File: src/rtl/ppm_fwd_pkg.sv
package ppm_fwd_pkg;
  typedef enum logic [2:0] {
    PH_IDLE  = 3'd0,
    PH_SOFF  = 3'd1,
    PH_SON   = 3'd2,
    PH_ZOFF  = 3'd3,
    PH_ZON   = 3'd4,
    PH_ONE   = 3'd5
  } phase_e;

  function automatic logic phase_is_off(phase_e p);
    return (p == PH_SOFF) || (p == PH_ZOFF);
  endfunction
endpackage

File: src/rtl/ppm_tick_timer.sv
module ppm_tick_timer #(
  parameter int CW = 6
) (
  input  logic          clk_i,
  input  logic          rst_ni,
  input  logic          clr_i,
  input  logic          tick_i,
  input  logic [CW-1:0] len_i,
  output logic          last_o
);
  logic [CW-1:0] cnt_q;

  assign last_o = tick_i && (cnt_q == len_i - CW'(1));

  always_ff @(posedge clk_i or negedge rst_ni) begin
    if (!rst_ni)      cnt_q <= '0;
    else if (clr_i)   cnt_q <= '0;
    else if (last_o)  cnt_q <= '0;
    else if (tick_i)  cnt_q <= cnt_q + CW'(1);
  end
endmodule

File: src/rtl/ppm_bit_pick.sv
module ppm_bit_pick #(
  parameter int N  = 64,
  parameter int IW = 7
) (
  input  logic [N-1:0]  bits_i,
  input  logic [IW-1:0] idx_i,
  output logic          bit_o
);
  always_comb begin
    bit_o = 1'b0;
    for (int i = 0; i < N; i++)
      if (idx_i == IW'(i)) bit_o = bits_i[i];
  end
endmodule

File: src/rtl/ppm_fwd_enc.sv
module ppm_fwd_enc
  import ppm_fwd_pkg::*;
#(
  parameter int MAX_BITS  = 64,
  parameter int START_OFF = 55,
  parameter int START_ON  = 16,
  parameter int CELL      = 32,
  parameter int ZERO_OFF  = 23,
  parameter int IDX_W     = $clog2(MAX_BITS + 1)
) (
  input  logic                clk_i,
  input  logic                rst_ni,
  input  logic                tick_i,
  input  logic                start_i,
  input  logic [MAX_BITS-1:0] bits_i,
  input  logic [IDX_W-1:0]    nbits_i,
  output logic                field_on_o,
  output logic                busy_o,
  output logic                done_o
);
  localparam int ZERO_ON = CELL - ZERO_OFF;
  localparam int MAX_A   = (START_OFF > START_ON) ? START_OFF : START_ON;
  localparam int MAX_LEN = (MAX_A > CELL) ? MAX_A : CELL;
  localparam int CW      = $clog2(MAX_LEN + 1);

  phase_e              ph_q, ph_d;
  logic [MAX_BITS-1:0] bits_q;
  logic [IDX_W-1:0]    nbits_q, idx_q;
  logic                done_q;
  logic [CW-1:0]       len;
  logic                last, cur_bit, accept, more;

  assign accept = start_i && (ph_q == PH_IDLE);
  assign more   = idx_q < nbits_q;

  always_comb begin
    unique case (ph_q)
      PH_SOFF: len = CW'(START_OFF);
      PH_SON:  len = CW'(START_ON);
      PH_ZOFF: len = CW'(ZERO_OFF);
      PH_ZON:  len = CW'(ZERO_ON);
      PH_ONE:  len = CW'(CELL);
      default: len = CW'(1);
    endcase
  end

  ppm_tick_timer #(.CW(CW)) u_tmr (
    .clk_i  (clk_i),
    .rst_ni (rst_ni),
    .clr_i  (accept),
    .tick_i (tick_i && (ph_q != PH_IDLE)),
    .len_i  (len),
    .last_o (last)
  );

  ppm_bit_pick #(.N(MAX_BITS), .IW(IDX_W)) u_pick (
    .bits_i (bits_q),
    .idx_i  (idx_q),
    .bit_o  (cur_bit)
  );

  always_comb begin
    ph_d = ph_q;
    if (accept) ph_d = PH_SOFF;
    else if (last) begin
      unique case (ph_q)
        PH_SOFF: ph_d = PH_SON;
        PH_ZOFF: ph_d = PH_ZON;
        PH_SON, PH_ZON, PH_ONE:
          ph_d = !more ? PH_IDLE : (cur_bit ? PH_ONE : PH_ZOFF);
        default: ph_d = PH_IDLE;
      endcase
    end
  end

  always_ff @(posedge clk_i or negedge rst_ni) begin
    if (!rst_ni) begin
      ph_q    <= PH_IDLE;
      bits_q  <= '0;
      nbits_q <= '0;
      idx_q   <= '0;
      done_q  <= 1'b0;
    end else begin
      ph_q   <= ph_d;
      done_q <= 1'b0;
      if (accept) begin
        bits_q  <= bits_i;
        nbits_q <= (nbits_i > IDX_W'(MAX_BITS)) ? IDX_W'(MAX_BITS) : nbits_i;
        idx_q   <= IDX_W'(1);  // element 0 replaced by start pattern
      end else if (last && (ph_q == PH_SON || ph_q == PH_ZON || ph_q == PH_ONE)) begin
        if (more) idx_q <= idx_q + IDX_W'(1);
        else      done_q <= 1'b1;
      end
    end
  end

  assign field_on_o = !phase_is_off(ph_q);
  assign busy_o     = (ph_q != PH_IDLE);
  assign done_o     = done_q;
endmodule

File: config.mk
export PLATFORM = sky130hd
export DESIGN_NAME = ppm_fwd_enc
export DESIGN_NICKNAME = d
export VERILOG_FILES = /design/src/rtl/ppm_fwd_pkg.sv /design/src/rtl/ppm_tick_timer.sv /design/src/rtl/ppm_bit_pick.sv /design/src/rtl/ppm_fwd_enc.sv
export SDC_FILE = /design/constraint.sdc
export NUM_CORES = 1
export LEC_CHECK = 0
export BUFFER_PORTS_ARGS = -buffer_cell sky130_fd_sc_hd__buf_2
export CAP_MARGIN = 10
export CORE_ASPECT_RATIO = 0.7
export CORE_UTILIZATION = 40
export CTS_CLUSTER_SIZE = 30
export DETAILED_ROUTE_END_ITERATION = 10
export SYNTH_ARGS = -nofsm -noshare
export SYNTH_HDL_FRONTEND = slang
export SYNTH_SLANG_ARGS = --single-unit
File: constraint.sdc
create_clock -name clk_i -period 7 [get_ports clk_i]
set_input_delay 1.4 -clock clk_i [delete_from_list [all_inputs] [get_ports clk_i]]
set_output_delay 1.4 -clock clk_i [all_outputs]
set_load 0.1 [all_outputs]
Word-level counts from Yosys, hierarchy flattened

Cells that the tools add are included.

Flip-flop bits (word level): 88
Bits of input ports: 75
Output and inout bits: 3
Logic and storage cells: 177

$add $sub $neg: 3
Order comparisons: 2
Equal/unequal tests: 69
Muxes and demuxes: 80
Reductions and logical operators: 17

Operators by type and width:

| operator            | number |
|---|---|
| $eq 7x6->1 const B  | 32 |
| $eq 7x5->1 const B  | 16 |
| $mux 1              | 67 |
| $eq 7x4->1 const B  | 8 |
| $pmux 6 s5          | 1 |
| $eq 7x3->1 const B  | 4 |
| $mux 7              | 4 |
| $mux 6              | 3 |
| $eq 7x2->1 const B  | 2 |
| $mux 3              | 4 |
| $pmux 3 s3          | 1 |
| $add 7x1->7 const B | 1 |
| $eq 7x1->1 const B  | 1 |
| $gt 7x7->1 const B  | 1 |
| $logic_not 7->1     | 1 |
| $lt 7x7->1          | 1 |
| $add 6x1->6 const B | 1 |
| $eq 3x2->1 const B  | 2 |
| $eq 3x3->1 const B  | 2 |
| $eq 6x6->1          | 1 |
| $reduce_bool 2->1   | 3 |
| $reduce_bool 3->1   | 2 |
| $sub 6x1->6 const B | 1 |
| $logic_and 1x1->1   | 4 |
| other kinds (6)     | 8 |

Longest topological paths before layout

Gate-level depths: netlist of run 1.

Depth after elaboration: 70
Depth in mapped cells: 13
Mapped depth without buffers: 10

Hierarchy

Synthesis of run 1 repeated with hierarchy kept, for this count alone.

Cells, all modules: 595
Area, all modules: 5,057.4 um^2

By module, submodules not included:

| module         | times used | cells each | area an instance (um^2) | seq. area each (um^2) |
|---|---|---|---|---|
| ppm_fwd_enc    | 1          | 387        | 3,444.6                 | 2,052.0 |
| ppm_bit_pick   | 1          | 152        | 1,128.6                 | 0.0 |
| ppm_tick_timer | 1          | 56         | 484.2                   | 150.1 |

Worst setup path before layout of run 1

No wires, ideal clock.

Path kind: input port to flip-flop
Start: in tick_i
End: reg idx_q[0]
Setup time: 0.134 ns
Arrival: 2.834 ns
Data required time: 6.866 ns
Path slack: 4.032 ns
Stages: 9
Path buffers: 2
Cells stage by stage: nor2b_1 > clkbuf_1 > and2_1 > o211ai_4 > or2_1 > buf_6 > or2_1 > xnor2_1 > nand2_1

Cells in the longest elaborated chain, start to end: 5

RTL lines:

| item                               | RTL line             | RTL |
|---|---|---|
| start: declaration                 | ppm_fwd_enc.sv:13    | `input logic tick_i,` |
| $logic_and 1x1->1                  | ppm_fwd_enc.sv:51    | `.tick_i (tick_i && (ph_q != PH_IDLE)),` |
| $logic_and 1x1->1                  | ppm_tick_timer.sv:13 | `assign last_o = tick_i && (cnt_q == len_i - CW'(1));` |
| $logic_and 1x1->1                  | ppm_fwd_enc.sv:90    | `end else if (last && (ph_q == PH_SON \|\| ph_q == PH_ZON \|\| ph_q == PH_ONE)) begin` |
| $reduce_bool 2->1 (no source line) | -                    |  |
| $reduce_and 2->1 (no source line)  | -                    |  |
| end signal: assignment             | ppm_fwd_enc.sv:91    | `if (more) idx_q <= idx_q + IDX_W'(1);` |
| end: declaration                   | ppm_fwd_enc.sv:28    | `logic [IDX_W-1:0] nbits_q, idx_q;` |

No other way between the ends.
A chain may end at the register's enable or synchronous reset.

Worst setup path after layout of run 1

Start: reg idx_q[1]
End: reg ph_q[1]

Cells in the longest elaborated chain, start to end: 70
Elaborated cells between the ends (all ways): 134
Those cells by class: order compare: 1; eq/ne: 63; mux: 69; reduce/logical: 1

RTL lines:

| item                   | RTL line           | RTL |
|---|---|---|
| $logic_not 7->1        | ppm_bit_pick.sv:12 | `if (idx_i == IW'(i)) bit_o = bits_i[i];` |
| $mux 1 (64 in a row)   | ppm_bit_pick.sv:12 |  |
| $mux 3                 | ppm_fwd_enc.sv:70  | `ph_d = !more ? PH_IDLE : (cur_bit ? PH_ONE : PH_ZOFF);` |
| $mux 3 *               | ppm_fwd_enc.sv:70  |  |
| $pmux 3 s3 *           | ppm_fwd_enc.sv:66  | `unique case (ph_q)` |
| $mux 3 *               | ppm_fwd_enc.sv:65  | `else if (last) begin` |
| $mux 3 *               | ppm_fwd_enc.sv:64  | `if (accept) ph_d = PH_SOFF;` |
| end signal: assignment | ppm_fwd_enc.sv:84  | `ph_q <= ph_d;` |
| end: declaration       | ppm_fwd_enc.sv:26  | `phase_e ph_q, ph_d;` |

Every way passes the cells marked *; elsewhere a longest branch is shown, timed or not. The select of a mux whose other input is x is not followed.

==> metrics.yaml, run 1 <==
outcome:
  outcome: "completed"
clock_tree:
  cts_resized: 0
  cts_setup_buffers: 0
  root_buffer: "clkbuf_16"
  clk_latency_ns: 0.34
  cts_hold_buf: 0
  clk_path_buf_depth: 2
  cts_tree: "yes"
  numCtsBuffers: 9
  cts.sinks: 88
  clk_pin_slew_ns: 0.06
  h-tree-depth: 3
placed_design:
  place_hpwl_mm: 8.54
  dp_slack_ns: 3.70
  numPortBuffers: 77
  place_congestion: 0.957
synth:
  yosysSeqAreaShare_pct: 45.0
  yosys_register_bits: 88
  syn_inst: 596
  post-synth-top-count-cell: "nand2_1"
  synth_area_leaders: "dfrtp_1 (45%), nand2_1 (16%), o21ai_0 (3.3%)"
  avgSynthCellArea_um2: 8.21
  ys_warn_count: 0
  mappedNetlistNets: 682
  async_reset_ff_share_pct: 100
  synth_area_leader_cell: "dfrtp_1"
  synth_top_area_share_pct: 45.0
  syn_area_mm2: 0.00489
  synth_edf_count: 0
  synthFlopType: "dfrtp_1"
  ys_types: 55
  synthTopCellsByCount: "nand2_1 (208), dfrtp_1 (88), o21ai_0 (32), clkbuf_1 (28), inv_1 (26)"
critical_path:
  reg2reg_slack_ns: 3.73
  startpoint: "idx_q[1]"
  r2r-end: "ph_q[1]"
  critPathCaptureType: "flip-flop"
  reg2reg_from: "idx_q[1]"
  path_buf_inv: 1
  slowest_stage: "ha_1"
  crit_arrival_ns: 3.55
  cp.required_ns: 7.28
  cp_max_fo: 24
  crit_path_cell_trace: "ha_1 > inv_1 > a2bb2oi_1 > o2111ai_1 > nand3_1 > a2111oi_0 > o21ai_1 > a211o_1 > nand2_1"
  critPathLaunchType: "flip-flop"
  cp_top_family: "compound AO/OA/AOI/OAI gates"
  cpPeakStageDelay_ns: 0.78
  crit_type: "flip-flop to flip-flop"
  worstRegToRegCells: 9
cells_and_area:
  drive_above_1_share_pct: 16.2
  utilization_pct: 47.9
  fill_cells: 1181
  syn_to_final_growth_pct: 15.7
  antenna_cells: 0
  fin_nets: 735
die:
  fp.dieH_um: 94.5
  die_area_mm2: 0.0127
  initial_core_util_pct: 41.4
  boundaryPins: 78
  fp.dieW_um: 134
  rows: 33
  design.core.area_mm2: 0.0118
sta:
  tns_ns: 0
  setup_ws_ns: 3.73
  final.period_utilization_pct: 46.7
  setup_viol: 0
  fin_skew_ns: 0.00408
  final_hold_viol_count: 0
  worst_pin_slew_ns: 1.09
  rsz0062_at_grt: "no"
  fin_crit_ns: 3.27
  slew_headroom_pct: 27.2
  max_freq_ghz: 0.306
  final_max_slew_viol_count: 0
route:
  via_count: 4248
  drt_pass1_iterations: 5
  wl_per_cell_um: 15.5
  via_per_inst: 5.24
  drc: 0
  wl_mm: 12.6
  drtAntennaViolNets: 0
  drt-initial-drc-count: 303
grt:
  antenna_found_initial: 0
  track_usage_pct: 21.1
  grt_max_degree: 95
  grt_pass1_vias: 4066
  grt_pass1_wl_mm: 20.8
  overflow: 0
hold_path:
  hold_depth: 2
  holdCritPathClass: "flip-flop to flip-flop"
  hp-start: "bits_q[14]"
  whs_endpoint: "bits_q[14]"
power:
  p_total_mw: 2.08
  ir_worst_vdd_v: 0.000163
  powerDensity_mw_per_mm2: 367
  p_leak_nw: 2.80
job:
  drv_cap: 0
==> sequential cells by signal, indices dropped and copies added (netlist names) <==
register     flops
done_o           1
nbits_q          7
u_tmr.cnt_q      6
ph_q             3
idx_q            7
bits_q          64
==> power by group <==
part | internal (mW) | total [mW] | switching (mW) | leakage [nW]
registers | 0.712 | 0.900 | 0.188 | 1.12
clock network | 0.287 | 0.487 | 0.200 | 0.139
logic | 0.277 | 0.690 | 0.413 | 1.54
==> worst max-delay path by stage <==
| stage | depth (start not counted) | end |
|---|---|---|
| 4_1_cts | 9 | ph_q[1] |
| 5_1_grt | 9 | ph_q[1] |
| 3_3_place_gp | 8 | idx_q[0] |
| 6_report | 9 | ph_q[1] |
| 2_1_floorplan | 9 | idx_q[0] |
| 3_5_place_dp | 8 | idx_q[0] |
==> through the flow <==
| stage | cells | hold slack, ns | area [um^2] |
|---|---|---|---|
| finish | 811 | 0.471 | 5660 |
| global route | 811 | 0.503 | 5660 |
| CTS | 810 | 0.469 | 5630 |
| detailed placement | 794 | 0.454 | 5330 |
| global placement | 794 | 0.461 | 5330 |
| floorplan | 596 | 0.437 | 4890 |
==> placed cells by master (no fill, tap or decap), types with 2 or more instances in the layout <==
master / n
clkbuf_16: 9
nor4_4: 2
a21oi_1: 23
and2_1: 2
nand2b_1: 9
mux2i_1: 5
xnor2_1: 9
ha_1: 11
nor3b_1: 7
a2111oi_0: 2
o21ai_0: 32
buf_2: 76
nor2b_1: 12
a22oi_1: 3
a31oi_1: 3
nand4_1: 5
or2_1: 2
a221oi_1: 3
buf_4: 3
a21o_1: 4
nand3b_1: 13
a211oi_1: 6
nor3_1: 6
o211ai_1: 7
o22ai_1: 5
nor2_1: 21
xor2_1: 3
nand3_1: 9
nand2_1: 207
dfrtp_1: 88
inv_1: 26
clkbuf_1: 2
clkinvlp_4: 2
a31o_2: 2
o221ai_1: 3
o2111ai_1: 7
==> worst min-delay path: cells and delay by family (launching register included) <==
family	cells	cell delay (ns)
flops	1	0.33
simple gates	2	0.11
==> metal layers <==
metal	vias up	track usage, %	routed length [um]
li1	2100	-	-
met1	1987	32.9	6660
met2	146	27.8	4870
met3	15	6.28	929
met4	0	5.15	129
met5	-	0	0
==> logic make-up (layout without fill, tap and decap cells) <==
logic type	after synthesis	in the layout	share of synthesized area [%]
buffers and inverters	64	122	5.32
DFF	88	88	45.0
adders and majority gates	11	11	2.81
AOI/OAI and AO/OA	110	110	15.1
and+or+nand+nor	306	306	28.6
muxes	5	5	1.02
xor gates and xnor gates	12	12	2.15
==> area by class of cell <==
| cell class | count | area, um^2 | area share [%] |
|---|---|---|---|
| clock buffers | 12 | 246 | 4.35 |
| clock inverters | 4 | 53.8 | 0.950 |
| inverters | 26 | 97.6 | 1.72 |
| multi-input cells | 444 | 2430 | 43.0 |
| flip-flops and latches | 88 | 2200 | 38.9 |
| well taps | 157 | 196 | 3.47 |
| repair buffers | 80 | 430 | 7.60 |
Note: power is estimated with default switching activity, not from simulation.
==> run 2: changes to the inputs <==
==> constraint.sdc (replaced) <==
create_clock -name clk_i -period 3.3 [get_ports clk_i]
set_input_delay 0.66 -clock clk_i [delete_from_list [all_inputs] [get_ports clk_i]]
set_output_delay 0.66 -clock clk_i [all_outputs]
set_load 0.1 [all_outputs]
==> run 2 against run 1 <==
- combinational power is 120% higher
- critical path depth up 1
- sequential cell count stayed put
- via count is 2.0% higher
- clock skew up 0.0047 ns
- register-to-register slack lost 3.3 ns
- first-iteration DRC count shrank 6.9%
- clock power rose by 120%
- cell count grew 1.1%
- die area is the same
- non-clock buffer count up 9
- sequential share of layout area is 0.68 points lower
- critical endpoint unchanged
- largest power group unchanged
==> metrics.yaml, run 2 (synthesis gave the netlist of run 1 again) <==
power:
  powerDensity_mw_per_mm2: 780  # +110%
  switching_share_pct: 37.8  # -0.73 points
  combPwrFrac_pct: 34.0  # +0.8 points
  p_int_mw: 2.79  # +120%
  seq_power_share_pct: 42.4  # -0.9 points
  power.switching_mw: 1.70  # +110%
  p_leak_nw: 2.86  # +2.2%
  power_frac_clock_pct: 23.6  # about the same
  ir_worst_vdd_v: 0.000277  # +70%
cells_and_area:
  finalInstanceArea_mm2: 0.00576  # +1.8%
  largest_register_ffs: 64  # unchanged
  top_regs: "bits_q x64, idx_q x7, nbits_q x7"
  drive_above_1_share_pct: 17.8  # +1.6 points
  layout_common_cells: "nand2_1 (207), dfrtp_1 (88), buf_2 (76)"
  antenna_cells: 0  # unchanged
  syn_to_final_growth_pct: 17.7
  top_register: "bits_q"
  fin_nets: 744  # +1.2%
  layout_commonest_cell: "nand2_1"
hold_path:
  holdCritPathClass: "primary input to asynchronous set/reset pin"
grt:
  grt_max_degree: 95  # unchanged
  antenna_found_initial: 0  # unchanged
  grt_pass1_wl_mm: 21.1  # +1.2%
  track_usage_pct: 21.7  # +0.52 points
  overflow: 0  # unchanged
  grt_pass1_vias: 4016  # -1.2%
die:
  fp.dieH_um: 94.5  # unchanged
  initial_core_util_pct: 41.4  # unchanged
  fp.dieW_um: 134  # unchanged
  die_area_mm2: 0.0127  # unchanged
  boundaryPins: 78  # unchanged
  rows: 33  # unchanged
  design.core.area_mm2: 0.0118  # unchanged
route:
  drtAntennaViolNets: 0  # unchanged
  drc: 0  # unchanged
  wl_per_cell_um: 15.7  # +1.3%
  drt_pass1_iterations: 5  # unchanged
  drt-initial-drc-count: 282  # -6.9%
  via_count: 4332  # +2.0%
  via_per_inst: 5.28  # +0.86%
  wl_mm: 12.9  # +2.4%
clock_tree:
  cts_setup_buffers: 0  # unchanged
  root_buffer: "clkbuf_16"
  clk_path_buf_depth: 2  # unchanged
  numCtsBuffers: 9  # unchanged
  clk_latency_ns: 0.34  # about the same
  clk_pin_slew_ns: 0.06  # about the same
  h-tree-depth: 3  # unchanged
  cts_hold_buf: 0  # unchanged
  cts_tree: "yes"
  cts.sinks: 88  # unchanged
critical_path:
  cp_max_fo: 18  # -25%
  critPathCaptureType: "flip-flop"
  cp.required_ns: 3.57  # -3.71 ns
  critPathLaunchType: "flip-flop"
  crit_arrival_ns: 3.15  # -0.40 ns
  crit_type: "flip-flop to flip-flop"
placed_design:
  numPortBuffers: 77  # unchanged
  place_congestion: 0.871  # -9.0%
  place_hpwl_mm: 9.12  # +6.9%
  place_area_mm2: 0.00541  # +1.5%
sta:
  worst_pin_slew_ns: 0.700  # -0.388 ns
  tns_ns: 0  # unchanged
  fin_crit_ns: 2.88  # -0.390 ns
  final_max_slew_viol_count: 0  # unchanged
  final_hold_viol_count: 0  # unchanged
  max_freq_ghz: 0.347  # +14%
  fin_skew_ns: 0.00878  # +0.00470 ns
  rsz0062_at_grt: "no"
  final.period_utilization_pct: 87.2  # +41 points
  slew_headroom_pct: 53.4  # +26 points
  setup_viol: 0  # unchanged
outcome:
  outcome: "completed"
job:
  drv_cap: 0  # unchanged
[run 2: cell count changes in the layout (fill, tap and decap cells not counted)]
| cell | previous run | this run |
|---|---|---|
| buf_4 | 3 | 11 |
| clkinvlp_4 | 2 | 1 |
| clkinv_2 | 0 | 1 |
| ha_1 | 11 | 10 |
| ha_2 | 0 | 1 |
| buf_12 | 0 | 1 |
| clkbuf_8 | 1 | 3 |
| clkbuf_1 | 2 | 0 |
[run 2: what timing repair did]
item | in CTS | in global routing
gates resized for setup | 0 | 1
setup endpoints to repair | 0 | 1
hold endpoints to repair | 0 | 0
[run 2: per-stage QoR]
step | instances | util [%] | hold WS (ns) | total power [mW] | worst slack (ns)
after floorplan | 596 | - | 0.364 | 2.92 | 0.872
after global placement | 803 | 45.8 | 0.464 | 3.39 | 0.383
after detailed placement | 803 | 45.8 | 0.466 | 3.43 | 0.357
after CTS | 819 | 48.5 | 0.480 | 4.52 | 0.297
after global routing | 820 | 48.8 | 0.305 | 4.84 | 0.152
final | 820 | 48.8 | 0.278 | 4.49 | 0.422
[run 2: cell type report]
type | count | area, um^2
multi-input combinational | 444 | 2440
clock inverter | 4 | 51.3
fill | 1191 | 6050
timing repair buffer | 89 | 510
inverter | 26 | 97.6
tap | 157 | 196
sequential | 88 | 2200
clock buffer | 12 | 267
[run 2: power by group through the flow]
stage	clock (mW)	combinational (mW)	sequential [mW]
global placement	0	1.48	1.91
floorplan	0	1.18	1.73
finish	1.06	1.53	1.91
CTS	1.09	1.52	1.91
global route	1.14	1.74	1.96
detailed placement	0	1.51	1.92
[run 2: worst max-delay path, stage by stage (launching register included)]
cell       delay (ns)
dfrtp_1          0.45
inv_1            0.11
ha_1             0.61
nand3b_1         0.21
a31oi_1          0.10
o2111ai_1        0.22
nand3_1          0.11
a2111oi_0        0.46
o21ai_1          0.18
a211o_1          0.30
nand2_1          0.06
[run 2: per-layer routing]
| layer | wire [um] | up-vias | share of wire, % | global-route usage (%) |
|---|---|---|---|---|
| met5 | 0 | - | 0 | 0 |
| met4 | 169 | 0 | 1.3 | 6.09 |
| met3 | 894 | 13 | 6.9 | 4.83 |
| met2 | 5120 | 164 | 40 | 29.3 |
| met1 | 6710 | 2037 | 52 | 33.7 |
| li1 | - | 2118 | - | - |
[run 2: worst paths after layout]
kind,startpoint,to,slack [ns],cells past startpoint
max,idx_q[1],ph_q[1],0.42,10
min,rst_ni,bits_q[0],0.28,1
max reg2reg,idx_q[1],ph_q[1],0.42,10
min reg2reg,bits_q[56],bits_q[56],0.48,2
max in group asynchronous,rst_ni,bits_q[20],2.40,2
min in group clk_i,bits_q[56],bits_q[56],0.48,2
